`src/rtl/tmr_host_pkg.sv`:
```
// Package: shared constants and the sampled-bus type for the timer host interface.
// Assumes a fixed four-location address map: three channels plus one command location.
package tmr_host_pkg;

    localparam int NUM_CH   = 3;
    localparam int ADDR_W   = 2;
    localparam int DATA_W   = 8;
    localparam int MODE_W   = 6;
    localparam logic [ADDR_W-1:0] CMD_ADDR = 2'b11;
    localparam logic [1:0]        RB_SEL   = 2'b11;

    // One sample of the asynchronous host bus
    typedef struct packed {
        logic              cs_n;
        logic              rd_n;
        logic              wr_n;
        logic [ADDR_W-1:0] addr;
        logic [DATA_W-1:0] data;
    } bus_smp_t;

    localparam bus_smp_t IDLE_SMP = '{cs_n: 1'b1, rd_n: 1'b1, wr_n: 1'b1,
                                      addr: '0, data: '0};

endpackage

```
`src/rtl/tmr_bus_sync.sv`:
```
// Module: synchronises the host bus into the clock domain and flags the
// trailing edge of each selected write and read.
// Assumes address and data are stable while the strobe is low and one
// sample beyond its rising edge, and that chip select stays low across it.
module tmr_bus_sync
    import tmr_host_pkg::*;
#(
    parameter int STAGES = 2
) (
    input  logic     clk,
    input  logic     rst_n,
    input  bus_smp_t raw,
    output bus_smp_t cur,
    output bus_smp_t prev,
    output logic     wr_done,
    output logic     rd_done
);

    localparam int DEPTH = STAGES + 1;

    bus_smp_t pipe [DEPTH];

    generate
        for (genvar g = 0; g < DEPTH; g++) begin : g_stage
            if (g == 0) begin : g_first
                // First sampling flop of the whole bus bundle
                always_ff @(posedge clk) begin
                    if (!rst_n) pipe[g] <= IDLE_SMP;
                    else        pipe[g] <= raw;
                end
            end else begin : g_next
                // Further synchroniser stage, last one is the edge-detect history
                always_ff @(posedge clk) begin
                    if (!rst_n) pipe[g] <= IDLE_SMP;
                    else        pipe[g] <= pipe[g-1];
                end
            end
        end
    endgenerate

    assign cur  = pipe[STAGES-1];
    assign prev = pipe[STAGES];

    // Trailing edge of a strobe that was low while the chip was selected
    assign wr_done = !prev.cs_n && !prev.wr_n && cur.wr_n;
    assign rd_done = !prev.cs_n && !prev.rd_n && cur.rd_n;

endmodule

```
`src/rtl/tmr_cmd_decode.sv`:
```
// Module: turns completed bus accesses into registered one-cycle strobes.
// Decodes the command location into mode program, single-channel count
// latch, or multi-channel read-back with active-low request bits.
// Assumes smp holds the bus values captured while the strobe was low.
module tmr_cmd_decode
    import tmr_host_pkg::*;
(
    input  logic              clk,
    input  logic              rst_n,
    input  logic              wr_done,
    input  logic              rd_done,
    input  bus_smp_t          smp,
    output logic [NUM_CH-1:0] cnt_wr_stb,
    output logic [DATA_W-1:0] wr_byte,
    output logic [NUM_CH-1:0] mode_stb,
    output logic [MODE_W-1:0] mode_word,
    output logic [NUM_CH-1:0] cnt_latch_stb,
    output logic [NUM_CH-1:0] sts_latch_stb,
    output logic [NUM_CH-1:0] cnt_rd_stb
);

    logic [NUM_CH-1:0] nx_wr, nx_md, nx_cl, nx_sl, nx_rd;
    logic [DATA_W-1:0] nx_byte;
    logic [MODE_W-1:0] nx_word;
    logic [1:0]        sel;
    logic              is_cmd;

    assign sel    = smp.data[7:6];
    assign is_cmd = (smp.addr == CMD_ADDR);

    // Next-cycle strobes and payloads from the completed access
    always_comb begin
        nx_wr   = '0;
        nx_md   = '0;
        nx_cl   = '0;
        nx_sl   = '0;
        nx_rd   = '0;
        nx_byte = wr_byte;
        nx_word = mode_word;
        if (wr_done) begin
            if (!is_cmd) begin
                for (int i = 0; i < NUM_CH; i++)
                    nx_wr[i] = (smp.addr == ADDR_W'(i));
                nx_byte = smp.data;
            end else if (sel != RB_SEL) begin
                for (int i = 0; i < NUM_CH; i++) begin
                    if (sel == 2'(i)) begin
                        nx_cl[i] = (smp.data[5:4] == 2'b00);
                        nx_md[i] = (smp.data[5:4] != 2'b00);
                    end
                end
                if (smp.data[5:4] != 2'b00) nx_word = smp.data[MODE_W-1:0];
            end else if (!smp.data[0]) begin
                for (int i = 0; i < NUM_CH; i++) begin
                    nx_cl[i] = !smp.data[5] && smp.data[1+i];
                    nx_sl[i] = !smp.data[4] && smp.data[1+i];
                end
            end
        end
        if (rd_done && !is_cmd) begin
            for (int i = 0; i < NUM_CH; i++)
                nx_rd[i] = (smp.addr == ADDR_W'(i));
        end
    end

    // Register the strobes and hold the payloads between accesses
    always_ff @(posedge clk) begin
        if (!rst_n) begin
            cnt_wr_stb    <= '0;
            mode_stb      <= '0;
            cnt_latch_stb <= '0;
            sts_latch_stb <= '0;
            cnt_rd_stb    <= '0;
            wr_byte       <= '0;
            mode_word     <= '0;
        end else begin
            cnt_wr_stb    <= nx_wr;
            mode_stb      <= nx_md;
            cnt_latch_stb <= nx_cl;
            sts_latch_stb <= nx_sl;
            cnt_rd_stb    <= nx_rd;
            wr_byte       <= nx_byte;
            mode_word     <= nx_word;
        end
    end

endmodule

```
`src/rtl/tmr_rd_mux.sv`:
```
// Module: selects the addressed channel's output byte for the host bus.
// Drives only for a selected read of a channel location; otherwise outputs 0.
// Assumes cur is the synchronised bus sample.
module tmr_rd_mux
    import tmr_host_pkg::*;
(
    input  bus_smp_t                 cur,
    input  logic [NUM_CH*DATA_W-1:0] ch_rdata,
    output logic [DATA_W-1:0]        rdata,
    output logic                     rdata_oe
);

    logic [NUM_CH-1:0] hit;

    generate
        for (genvar g = 0; g < NUM_CH; g++) begin : g_hit
            assign hit[g] = (cur.addr == ADDR_W'(g));
        end
    endgenerate

    assign rdata_oe = !cur.cs_n && !cur.rd_n && (|hit);

    // AND-OR mux of the channel bytes, gated by the drive enable
    always_comb begin
        rdata = '0;
        for (int i = 0; i < NUM_CH; i++)
            if (hit[i] && rdata_oe) rdata = rdata | ch_rdata[i*DATA_W +: DATA_W];
    end

endmodule

```
`src/rtl/tmr_host_if.sv`:
```
// Module: top of the timer host interface. Samples the host bus, decodes
// writes and commands into per-channel strobes, and muxes read data back.
// Assumes a free-running clock several times faster than the bus strobes.
module tmr_host_if
    import tmr_host_pkg::*;
#(
    parameter int SYNC_STAGES = 2
) (
    input  logic                     clk,
    input  logic                     rst_n,
    input  logic                     cs_n,
    input  logic                     rd_n,
    input  logic                     wr_n,
    input  logic [ADDR_W-1:0]        addr,
    input  logic [DATA_W-1:0]        bus_wdata,
    output logic [DATA_W-1:0]        bus_rdata,
    output logic                     bus_rdata_oe,
    input  logic [NUM_CH*DATA_W-1:0] ch_rdata,
    output logic [NUM_CH-1:0]        cnt_wr_stb,
    output logic [DATA_W-1:0]        wr_byte,
    output logic [NUM_CH-1:0]        mode_stb,
    output logic [MODE_W-1:0]        mode_word,
    output logic [NUM_CH-1:0]        cnt_latch_stb,
    output logic [NUM_CH-1:0]        sts_latch_stb,
    output logic [NUM_CH-1:0]        cnt_rd_stb
);

    bus_smp_t raw, cur, prev;
    logic     wr_done, rd_done;

    assign raw = '{cs_n: cs_n, rd_n: rd_n, wr_n: wr_n, addr: addr, data: bus_wdata};

    tmr_bus_sync #(.STAGES(SYNC_STAGES)) u_sync (
        .clk     (clk),
        .rst_n   (rst_n),
        .raw     (raw),
        .cur     (cur),
        .prev    (prev),
        .wr_done (wr_done),
        .rd_done (rd_done)
    );

    tmr_cmd_decode u_dec (
        .clk           (clk),
        .rst_n         (rst_n),
        .wr_done       (wr_done),
        .rd_done       (rd_done),
        .smp           (prev),
        .cnt_wr_stb    (cnt_wr_stb),
        .wr_byte       (wr_byte),
        .mode_stb      (mode_stb),
        .mode_word     (mode_word),
        .cnt_latch_stb (cnt_latch_stb),
        .sts_latch_stb (sts_latch_stb),
        .cnt_rd_stb    (cnt_rd_stb)
    );

    tmr_rd_mux u_mux (
        .cur      (cur),
        .ch_rdata (ch_rdata),
        .rdata    (bus_rdata),
        .rdata_oe (bus_rdata_oe)
    );

endmodule

```
`config.mk`:
```
export PLATFORM = sky130hd
export DESIGN_NAME = tmr_host_if
export DESIGN_NICKNAME = d
export VERILOG_FILES = /design/src/rtl/tmr_host_pkg.sv /design/src/rtl/tmr_bus_sync.sv /design/src/rtl/tmr_cmd_decode.sv /design/src/rtl/tmr_rd_mux.sv /design/src/rtl/tmr_host_if.sv
export SDC_FILE = /design/constraint.sdc
export NUM_CORES = 1
export LEC_CHECK = 0
export BUFFER_PORTS_ARGS = -buffer_cell sky130_fd_sc_hd__buf_2
export CAP_MARGIN = 30
export CORE_MARGIN = 2
export CORE_UTILIZATION = 43
export DETAILED_ROUTE_END_ITERATION = 10
export PLACE_DENSITY = 0.77
export SYNTH_ARGS = -nofsm -noshare
export SYNTH_HDL_FRONTEND = slang
export SYNTH_SLANG_ARGS = --single-unit
```
`constraint.sdc`:
```
create_clock -name clk -period 2.1 [get_ports clk]
set_clock_uncertainty 0.2 [all_clocks]
set_input_delay 0.315 -clock clk [delete_from_list [all_inputs] [get_ports clk]]
set_output_delay 0.315 -clock clk [all_outputs]
set_load 0.005 [all_outputs]
```
Yosys cells after proc, flatten, opt, wreduce, memory -nomap -nowiden:

Memories as Yosys holds them, arrays and structs flattened.
Index checks and enable logic that the tools add are counted.

* flip-flop bits (word level): 29
* memory bits (writable): 39
* output and inout port bits: 38
* logic and storage cells: 78
* memories: 1

Memory list
* u_sync.pipe: depth 3, width 13, read ports 3, clocked after Yosys merged registers in 0, write ports 3, RTL line tmr_bus_sync.sv:21 `bus_smp_t pipe [DEPTH];`

* eq/ne operators: 8
* multiplexer cells: 13
* bitwise logic cells: 8
* reduce and logical (&&, ||, !) cells: 39

Operator list (count)
* $mux W13: 3
* $mux W8: 3
* $logic_and A1 B1 Y1: 16
* $or A8 B8 Y8: 2
* $reduce_and A5 Y1: 3
* $eq A2 B2 Y1 const B: 4
* $logic_not A1 Y1: 8
* $logic_not A2 Y1: 4
* $eq A2 B1 Y1 const B: 3
* $mux W3: 2
* $reduce_or A3 Y1: 2
* $mux W1: 5
* $reduce_or A5 Y1: 1
* $reduce_and A2 Y1: 2
* $reduce_and A4 Y1: 1
* $not A1 Y1: 3
* $or A1 B1 Y1: 3
* $reduce_and A3 Y1: 1
* $ne A2 B2 Y1 const B: 1
* $reduce_bool A2 Y1: 1

Depth between registers and ports, before layout:

Gate-level depths: netlist of run 1.

* depth after elaboration: 9
* depth in mapped cells: 5

By module:

Synthesis of run 1 repeated with hierarchy kept, for this count alone.

* cells, all modules: 239
* area total of the unflattened synthesis: 2414.8 sq um

Modules (own cells, without submodules)
* tmr_cmd_decode: times used 1, cells an instance 116, area each 1074.8 sq um, seq. area each 580.6 sq um
* tmr_bus_sync: times used 1, cells an instance 84, area each 1068.5 sq um, seq. area each 780.7 sq um
* tmr_rd_mux: times used 1, cells an instance 39, area each 271.5 sq um, seq. area each 0.0 sq um

Worst setup path before layout of run 1:

No wires, ideal clock.

* kind: register -> register
* start point: memory u_sync.pipe[2][10] (netlist bit)
* end point: register u_dec.mode_word[0]
* setup time: 0.072 ns
* arrival: 1.399 ns
* required time: 1.828 ns
* setup slack: 0.430 ns
* stages on the path, launching flop included: 5
* buffers on the path: 1
* cells stage by stage: dfxtp_1 > or3b_1 > buf_6 > nor4b_4 > mux2i_1

RTL lines
* start: declaration: RTL line tmr_bus_sync.sv:21
* end signal: assignment: RTL line tmr_cmd_decode.sv:83 `mode_word <= nx_word;`
* end: declaration: RTL line tmr_cmd_decode.sv:16 `output logic [MODE_W-1:0] mode_word,`

==> key figures, run 1 <==
Clock tree
  • Maximum clock insertion buffer count: 2
  • CTS tree: built
  • H-Tree Depth: 3
  • TritonCTS Buffers: 9
  • Worst skew pair latency: 330 ps
  • Root buf cell: clkbuf_8
  • Reg clk slew, reported paths: ~70 ps
  • Setup Buffers After CTS: 0
  • Sink Count: a little under 70

Floorplan
  • DIE AREA: just over 0.006 mm²
  • Die height: about 79 µm
  • Rows: 27
  • DIE WIDTH: ~79 µm
  • Core area: around 0.0054 mm²
  • Initial Utilization: 0.439
  • IO Pins: just under 80

Synthesis
  • Synth Area in Compound Gates: 0.0927
  • Cell taking the most area after synthesis: dfxtp_1
  • Post-Synth Simple-Gate Area: 0.255
  • Async S/R FF share, synth: 0
  • Top cells by area, synth: dfxtp_1, and2_1, mux2i_1
  • Main combinational cell family by area after synthesis: simple AND/OR/NAND/NOR gates
  • Ys Warns: 0
  • Cell count after synthesis: around 240
  • Post-synth EDFFs: 0
  • Synth cell types: 29
  • Syn Area/Cell: between 10 and 15 µm²
  • Seq/Total Area, Yosys: 0.570
  • Synth Area in Adders: 0
  • Synth top area share: 0.570
  • Syn nets: roughly 280
  • Yosys reg bits: between 60 and 70
  • Top FF cell, synth: dfxtp_1
  • Xor/xnor share of the synthesized area: 0
  • Multiplexer share of the synthesized area: 0.0503
  • Top-count cell post-synth: dfxtp_1
  • Post-synthesis cell area: between 0.002 and 0.0025 mm²
  • Commonest cells in the netlist: dfxtp_1, and2_1, nand2_1, mux2i_1

Setup path
  • Worst Path Class, Setup: register to output port
  • Path depth of the worst reg2reg path: 3
  • R2R Path End: u_dec.mode_word[2]
  • Reg2Reg Setup Slack: 410 ps
  • CP Cell Sequence: buf_4 -> mux2i_1 -> or2_2 -> a21oi_1 -> buf_2
  • CP required: roughly 1600 ps
  • Element type at the critical path start: register
  • Slowest library cell on the worst path: dfxtp_1
  • WP buf/inv: 2
  • Endpoint class of the critical path: output port
  • Top Family by Delay on Critical Path: buffers and inverters
  • Arrival time at the worst endpoint: approximately 1500 ps
  • Worst reg2reg path startpoint: u_sync.pipe[1][10]
  • Slowest Stage Delay on Critical Path: around 300 ps
  • Max Fanout on Critical Path: 11

Pwr
  • PD cells: between 700 and 800 mW/mm²
  • Pleak: 0.00139 µW
  • Maximum VDD drop: approximately 0.5 mV
  • Total Power: approximately 2400 µW

Timing
  • Fin crit period: 1980 ps
  • Slew @ Worst Pin: about 500 ps
  • Rel. slew slack: 0.664
  • RSZ-0062 raised after global routing: no
  • Setup TNS Final: 0 ps
  • Fin Hold WS: 204 ps
  • Fmax: between 500 and 600 MHz
  • Final-report hold violation count: 0
  • Final period util: 0.942
  • Slew Viols, Final: 0
  • Final setup vio count: 0

Global routing
  • Largest net degree at the start of global routing: 32
  • Initial antenna violation count: 0
  • Number of global-route vias before repair: about 1.7k
  • GRT overflow: 0
  • First-pass GRT wire length: between 7 and 8 mm
  • Tot GR Track Use: 0.156

Route
  • Initial DRT Pass Iterations: 4
  • DR DRC count: 0
  • Routed vias: 1899
  • Via/cell ratio: roughly 4.7
  • Drt total wl: 4.63 mm
  • DRT antenna net count: 0
  • WL per Instance: 11.4 µm
  • 1st-iter DRT viols: 57

Placed design
  • # port buffers: 76
  • Placed insts: ~380
  • Detailed Place HPWL: between 3 and 4 mm
  • RD Place Congestion: 0.809

Hold path
  • Min-Delay Endpoint: u_sync.pipe[1][10]
  • Worst hold path stage count: 1
  • HP Class: register to register
  • Min-Delay Startpoint: u_sync.pipe[0][10]

Cells and area
  • Fin nets: 368
  • Ant. Diodes: 0
  • Finished Layout Cells: a little over 400
  • Synthesis-to-layout area growth: 31.5%
  • Layout cells sized above 1: 0.321
  • Post-layout util: 0.578

Run status
  • Status: finished, final reports clean

Job
  • Max-cap violation count: 0
## layer usage
layer | part of all wire | vias to the layer above | global-route usage
met1 | 0.45 | 858 | 0.186
met2 | 0.48 | 55 | 0.250
met5 | 0 | - | 0
met4 | 0.017 | 0 | 0.0825
li1 | - | 977 | -
met3 | 0.052 | 9 | 0.0483
## flip-flops by register name, summed over array words and instances (netlist names)
name	count
u_dec.wr_byte	8
u_dec.cnt_rd_stb	3
u_dec.mode_word	6
u_dec.mode_stb	3
u_dec.cnt_wr_stb	3
u_dec.sts_latch_stb	3
u_dec.cnt_latch_stb	3
u_sync.pipe	39
## power by group
group | internal, µW | total (µW) | switching (µW)
combinational | 81.5 | 130 | 48.8
sequential | 1320 | 1330 | 15.2
clock | 484 | 926 | 443
total | 1880 | 2390 | 507
## worst max path at each step
stage                  startpoint            endpoint  slack, ps  cells after the start
2_1_floorplan  u_sync.pipe[2][10]  u_dec.mode_word[0]        430                      4
3_3_place_gp   u_sync.pipe[2][10]  u_dec.mode_word[3]        450                      3
3_5_place_dp   u_sync.pipe[1][10]  u_dec.mode_word[2]        400                      3
4_1_cts         u_sync.pipe[1][9]        bus_rdata[2]         90                      5
5_1_grt         u_sync.pipe[1][8]        bus_rdata[6]          8                      5
6_report        u_sync.pipe[1][8]        bus_rdata[6]        120                      5
## per-stage QoR
| stage | worst slack, ps | area (µm²) |
|---|---|---|
| after floorplan | 430 | 2390 |
| after global placement | 446 | 2840 |
| after detailed placement | 398 | 2840 |
| after CTS | 87.4 | 3140 |
| after global routing | 8.31 | 3140 |
| final | 122 | 3140 |
## cell type report
type                    instances  area [µm²]
inverters                       2        7.51
multi-input cells             152         951
repair buffers                 96         563
clock inverters                 2        10.0
clock buffers                  13         159
flip-flops and latches         68        1360
fillers                       496        2300
well taps                      72        90.1
## cells in the final DEF, fill, tap and decap left out
master,synthesis,routed
buf_2,2,76
dfxtp_1,68,67
and2_1,34,34
nand2_1,21,21
dlygate4sd3_1,0,13
mux2i_1,12,12
nand2b_1,11,11
clkbuf_8,0,11
a21oi_1,10,10
or2_2,9,9
nand3_1,9,9
nor2_1,8,8
o21ai_0,8,8
a21boi_0,8,8
buf_4,0,7
nor3_1,5,5
a32oi_1,3,3
inv_1,2,2
nor4bb_1,2,2
a41oi_1,2,2
a41o_1,2,2
clkinv_2,0,2
clkbuf_1,11,2
nor2b_1,1,1
nor3b_1,1,1
and4_1,1,1
nand4bb_1,1,1
or3b_1,1,1
nor4b_4,1,1
o21a_1,1,1
nand4_1,1,1
dfxtp_2,0,1
## cells by family after synthesis
logic type             count (synthesis)
AOI/OAI and AO/OA                     34
and+or+nand+nor                      106
muxes                                 12
DFF                                   68
buffers and inverters                 18
## repair_timing
| action | CTS | global route |
|---|---|---|
| gates resized for setup | 0 | 1 |
| hold endpoints to repair | 13 | 0 |
| setup endpoints to repair | 0 | 5 |
| hold buffers | 13 | 0 |
(Power assumes the default switching activity.)
==> run 2, diff against run 1 <==
CORE_ASPECT_RATIO = 1.25   (was not set)
==> key figures, run 2 (same netlist as run 1, synthesis figures left out) <==
Setup path
  • Top Family by Delay on Critical Path: flip-flops
  • Worst reg2reg path startpoint: u_sync.pipe[2][12]
  • R2R Path End: u_dec.mode_word[1]
  • Max Fanout on Critical Path: 7 (-4)
  • Reg2Reg Setup Slack: 350 ps (-60 ps)
  • CP required: 1580 ps (about the same)
  • WP buf/inv: 2 (unchanged)
  • Worst Path Class, Setup: register to output port
  • Path depth of the worst reg2reg path: 3 (unchanged)
  • Slowest library cell on the worst path: dfxtp_4
  • Endpoint class of the critical path: output port
  • Slowest Stage Delay on Critical Path: 370 ps (+70 ps)
  • CP Cell Sequence: buf_6 -> mux2i_1 -> or2_2 -> a21oi_1 -> buf_2
  • Arrival time at the worst endpoint: 1460 ps (about the same)
  • Element type at the critical path start: register

Floorplan
  • DIE WIDTH: 70.7 µm (-10%)
  • IO Pins: 77 (unchanged)
  • Initial Utilization: 0.442 (+0.00275)
  • Core area: 0.00541 mm² (-0.62%)
  • DIE AREA: 0.00617 mm² (about the same)
  • Rows: 30 (+11%)
  • Die height: 87.4 µm (+11%)

Route
  • DRT antenna net count: 0 (unchanged)
  • Drt total wl: 4.59 mm (-1.0%)
  • DR DRC count: 0 (unchanged)
  • Initial DRT Pass Iterations: 4 (unchanged)
  • 1st-iter DRT viols: 136 (+140%)
  • WL per Instance: 11.5 µm (+0.45%)
  • Routed vias: 1910 (+0.58%)
  • Via/cell ratio: 4.79 (+2.1%)

Timing
  • Final WS setup: 123 ps (+1.35 ps)
  • Slew @ Worst Pin: 552 ps (+48.4 ps)
  • Rel. slew slack: 0.627 (-0.0373)
  • Fin crit period: 1980 ps (-1.35 ps)
  • Final-report hold violation count: 0 (unchanged)
  • Setup TNS Final: 0 ps (unchanged)
  • Slew Viols, Final: 0 (unchanged)
  • RSZ-0062 raised after global routing: no
  • Final setup vio count: 0 (unchanged)
  • Final period util: 0.941 (about the same)
  • Fmax: 506 MHz (about the same)

Pwr
  • Pleak: 0.00141 µW (+1.3%)
  • Maximum VDD drop: 0.400 mV (-18%)
  • PD cells: 786 mW/mm² (+3.3%)

Run status
  • Status: finished, final reports clean

Global routing
  • First-pass GRT wire length: 7.71 mm (+4.5%)
  • Largest net degree at the start of global routing: 31 (-3.1%)
  • Tot GR Track Use: 0.161 (+0.00558)
  • GRT overflow: 0 (unchanged)
  • Number of global-route vias before repair: 1798 (+6.8%)
  • Initial antenna violation count: 0 (unchanged)

Cells and area
  • Filler cells: 508 (+2.4%)
  • Max reg flops: 39 (unchanged)
  • Fin nets: 369 (+0.27%)
  • Synthesis-to-layout area growth: 32.7%
  • Most frequent cells in the layout: buf_2, dfxtp_1, and2_1
  • Post-layout util: 0.587 (+0.00894)
  • Layout cells sized above 1: 0.325 (+0.00405)
  • Most common cell after layout, fill and taps aside: buf_2
  • Top Registers: u_sync.pipe: 39 flops, u_dec.wr_byte: 8 flops, u_dec.mode_word: 6 flops
  • Biggest register: u_sync.pipe
  • Ant. Diodes: 0 (unchanged)

Clock tree
  • CTS tree: built
  • Maximum clock insertion buffer count: 2 (unchanged)
  • TritonCTS Buffers: 9 (unchanged)
  • Setup Buffers After CTS: 0 (unchanged)
  • Worst skew pair latency: 330 ps (about the same)
  • Sink Count: 68 (unchanged)
  • Root buf cell: clkbuf_8
  • Reg clk slew, reported paths: 70 ps (about the same)
  • H-Tree Depth: 3 (unchanged)

Placed design
  • # port buffers: 76 (unchanged)
  • RD Place Congestion: 0.766 (-5.3%)
  • Detailed Place HPWL: 3.10 mm (+1.2%)
  • DP Worst Slack: 357 ps (-41.3 ps)

Job
  • Max-cap violation count: 0 (unchanged)

Hold path
  • HP Class: primary input to register
  • Min-Delay Startpoint: rst_n
  • Min-Delay Endpoint: u_sync.pipe[2][10]
  • Worst hold path stage count: 2 (+1)
==> run 2: worst register-to-register path, delay by kind of cell (launching register included) <==
kind	cells	cell delay, ps
AND/OR/NAND/NOR	2	880
flip-flops	1	320
multiplexers	1	270
==> run 2: how the worst max path moves through the flow <==
stage                  startpoint            endpoint  slack [ps]  depth (start not counted)
2_1_floorplan  u_sync.pipe[2][10]  u_dec.mode_word[0]         430                          4
3_3_place_gp    u_sync.pipe[1][8]        bus_rdata[3]         400                          5
3_5_place_dp    u_sync.pipe[1][8]        bus_rdata[3]         360                          5
4_1_cts         u_sync.pipe[1][8]        bus_rdata[3]          60                          5
5_1_grt         u_sync.pipe[1][8]        bus_rdata[5]          10                          5
6_report        u_sync.pipe[1][8]        bus_rdata[3]         120                          5
==> run 2: layer usage <==
layer / vias up / wire length, µm / GRT usage
li1: 978 / - / -
met1: 862 / 1820 / 0.176
met2: 59 / 2410 / 0.271
met3: 11 / 256 / 0.0579
met4: 0 / 102 / 0.0892
met5: - / 0 / 0
==> run 2: cell type report <==
type / count / area, µm² / share of cell area
clock inverters: 4 / 48.8 / 0.0154
well taps: 64 / 80.1 / 0.0252
inverters: 2 / 7.51 / 0.00237
repair buffers: 97 / 574 / 0.181
clock buffers: 12 / 145 / 0.0458
multi-input cells: 152 / 951 / 0.300
flip-flops and latches: 68 / 1370 / 0.430
==> run 2: repair_timing <==
item | 4_1_cts | 5_1_grt
gates resized for setup | 1 | 2
hold buffers | 13 | 0
hold endpoints to repair | 13 | 0
endpoints found under the setup margin | 5 | 3
==> run 2: through the flow <==
stage	hold slack (ps)	total power [µW]	instance area, µm²	instances
2_1_floorplan	186	1430	2390	238
3_3_place_gp	192	1470	2840	370
3_5_place_dp	193	1480	2840	370
4_1_cts	144	2540	3170	399
5_1_grt	162	2610	3170	399
6_report	155	2490	3170	399
==> run 2: power breakdown <==
part	internal [µW]	switching (µW)	total, µW
combinational	82.9	49.3	132
clock	579	449	1030
sequential	1320	14.3	1330
==> run 3, diff against run 2 <==
CELL_PAD_IN_SITES_DETAIL_PLACEMENT = 1   (was not set)
CELL_PAD_IN_SITES_GLOBAL_PLACEMENT = 1   (was not set)
CORE_UTILIZATION = 37   (was 43)
PLACE_DENSITY = 0.86   (was 0.77)
==> key figures, run 3 (same netlist as run 1, synthesis figures left out) <==
Global routing
  • Number of global-route vias before repair: 1894 (+5.3%)
  • First-pass GRT wire length: 8.81 mm (+14%)
  • Initial antenna violation count: 0 (unchanged)
  • GRT overflow: 0 (unchanged)
  • Tot GR Track Use: 0.166 (+0.00445)
  • Largest net degree at the start of global routing: 36 (+16%)

Clock tree
  • Reg clk slew, reported paths: 60 ps (about the same)
  • TritonCTS Buffers: 9 (unchanged)
  • CTS tree: built
  • Maximum clock insertion buffer count: 2 (unchanged)
  • Worst skew pair latency: 340 ps (about the same)
  • Sink Count: 68 (unchanged)
  • Root buf cell: clkbuf_8
  • H-Tree Depth: 3 (unchanged)

Floorplan
  • IO Pins: 77 (unchanged)
  • DIE WIDTH: 75.9 µm (+7.4%)
  • Core area: 0.00621 mm² (+15%)
  • Rows: 32 (+6.7%)
  • Die height: 93.9 µm (+7.4%)
  • Initial Utilization: 0.385 (-0.0570)
  • DIE AREA: 0.00712 mm² (+15%)

Placed design
  • # port buffers: 76 (unchanged)
  • Placed insts: 388 (+4.9%)
  • RD Place Congestion: 0.811 (+5.8%)
  • Detailed Place HPWL: 3.70 mm (+19%)

Timing
  • Fin crit period: 1980 ps (-1.03 ps)
  • Fmax: 506 MHz (about the same)
  • Final period util: 0.941 (about the same)
  • Slew Viols, Final: 0 (unchanged)
  • Slew @ Worst Pin: 547 ps (-5.12 ps)
  • RSZ-0062 raised after global routing: no
  • Final setup vio count: 0 (unchanged)
  • Final-report hold violation count: 0 (unchanged)
  • Setup TNS Final: 0 ps (unchanged)
  • Rel. slew slack: 0.635 (+0.00843)

Setup path
  • Endpoint class of the critical path: output port
  • Element type at the critical path start: register
  • CP endpoint: bus_rdata[4]
  • CP required: 1580 ps (about the same)
  • Reg2Reg Setup Slack: 300 ps (-50 ps)
  • Arrival time at the worst endpoint: 1460 ps (about the same)
  • Path depth of the worst reg2reg path: 3 (unchanged)
  • Max Fanout on Critical Path: 11 (+4)
  • Worst reg2reg path startpoint: u_sync.pipe[2][10]
  • Crit path from: u_sync.pipe[1][8]
  • R2R Path End: u_dec.mode_word[3]
  • Worst Path Class, Setup: register to output port

Cells and area
  • Most common cell after layout, fill and taps aside: buf_2
  • Synthesis-to-layout area growth: 32.1%
  • Fin nets: 366 (-0.81%)
  • Ant. Diodes: 0 (unchanged)
  • Finished Layout Cells: 417 (+4.5%)
  • Top Registers: u_sync.pipe: 39 flops, u_dec.wr_byte: 8 flops, u_dec.mode_word: 6 flops
  • Most frequent cells in the layout: buf_2, dfxtp_1, and2_1
  • Biggest register: u_sync.pipe
  • Max reg flops: 39 (unchanged)
  • Filler cells: 718 (+41%)
  • Layout cells sized above 1: 0.325 (about the same)

Route
  • Routed vias: 1963 (+2.8%)
  • WL per Instance: 13.2 µm (+15%)
  • Drt total wl: 5.52 mm (+20%)
  • Via/cell ratio: 4.71 (-1.7%)
  • Initial DRT Pass Iterations: 4 (unchanged)
  • DRT antenna net count: 0 (unchanged)
  • DR DRC count: 0 (unchanged)
  • 1st-iter DRT viols: 110 (-19%)

Hold path
  • HP Class: register to register

Run status
  • Status: finished, final reports clean

Job
  • Max-cap violation count: 0 (unchanged)

Pwr
  • PD cells: 759 mW/mm² (-3.4%)
  • Maximum VDD drop: 0.436 mV (+9.0%)
  • Total Power: 2400 µW (-3.9%)
  • Pleak: 0.00137 µW (-2.3%)
==> run 3: metrics by stage <==
stage | worst slack, ps | hold slack (ps) | cell area (µm²) | util
after floorplan | 430 | 186 | 2390 | -
after global placement | 306 | 191 | 2840 | 0.458
after detailed placement | 222 | 195 | 2840 | 0.458
after CTS | 2.61 | 209 | 3150 | 0.507
after global routing | 22.0 | 223 | 3160 | 0.509
final | 124 | 209 | 3160 | 0.509
==> run 3: report_power, final <==
| part | switching [µW] | internal, µW |
|---|---|---|
| Clock | 470 | 457 |
| Combinational | 49.6 | 80.3 |
| Sequential | 20.7 | 1320 |
==> run 3: layout make-up <==
type,instances,area (µm²),area share
Clock buffer,12,145,0.0460
Tap cell,85,106,0.0337
Inverter,2,7.51,0.00238
Timing Repair Buffer,94,548,0.174
Sequential cell,68,1370,0.433
Clock inverter,4,25.0,0.00793
Multi-Input combinational cell,152,958,0.304
==> run 3: worst min-delay path by stage <==
stage | slack, ps | start | cells past startpoint | endpoint
floorplan | 190 | u_sync.pipe[0][10] | 1 | u_sync.pipe[1][10]
global placement | 190 | u_sync.pipe[0][12] | 1 | u_sync.pipe[1][12]
detailed placement | 200 | u_sync.pipe[0][11] | 1 | u_sync.pipe[1][11]
CTS | 210 | u_sync.pipe[0][11] | 1 | u_sync.pipe[1][11]
global route | 220 | u_sync.pipe[0][11] | 1 | u_sync.pipe[1][11]
finish | 210 | u_sync.pipe[0][11] | 1 | u_sync.pipe[1][11]
==> run 3: critical path: stages, from the launching register on <==
cell and delay (ps):
dfxtp_4 450, mux2i_1 110, or2_2 300, a21oi_1 130, buf_2 130
==> run 3: timing repair <==
action	in CTS	in global routing
buffers inserted	0	0
gates resized for setup	2	3
pin swaps	0	0
hold buffers	13	0
cloned	0	0
hold endpoints to repair	13	0
setup endpoints to repair	8	8
==> run 3: routing by layer <==
metal  vias up  share of wire  track usage
met2        73           0.51        0.277
met1       915           0.39        0.189
li1        968              -            -
met4         0          0.013       0.0482
met5         -              0            0
met3         7          0.077       0.0697
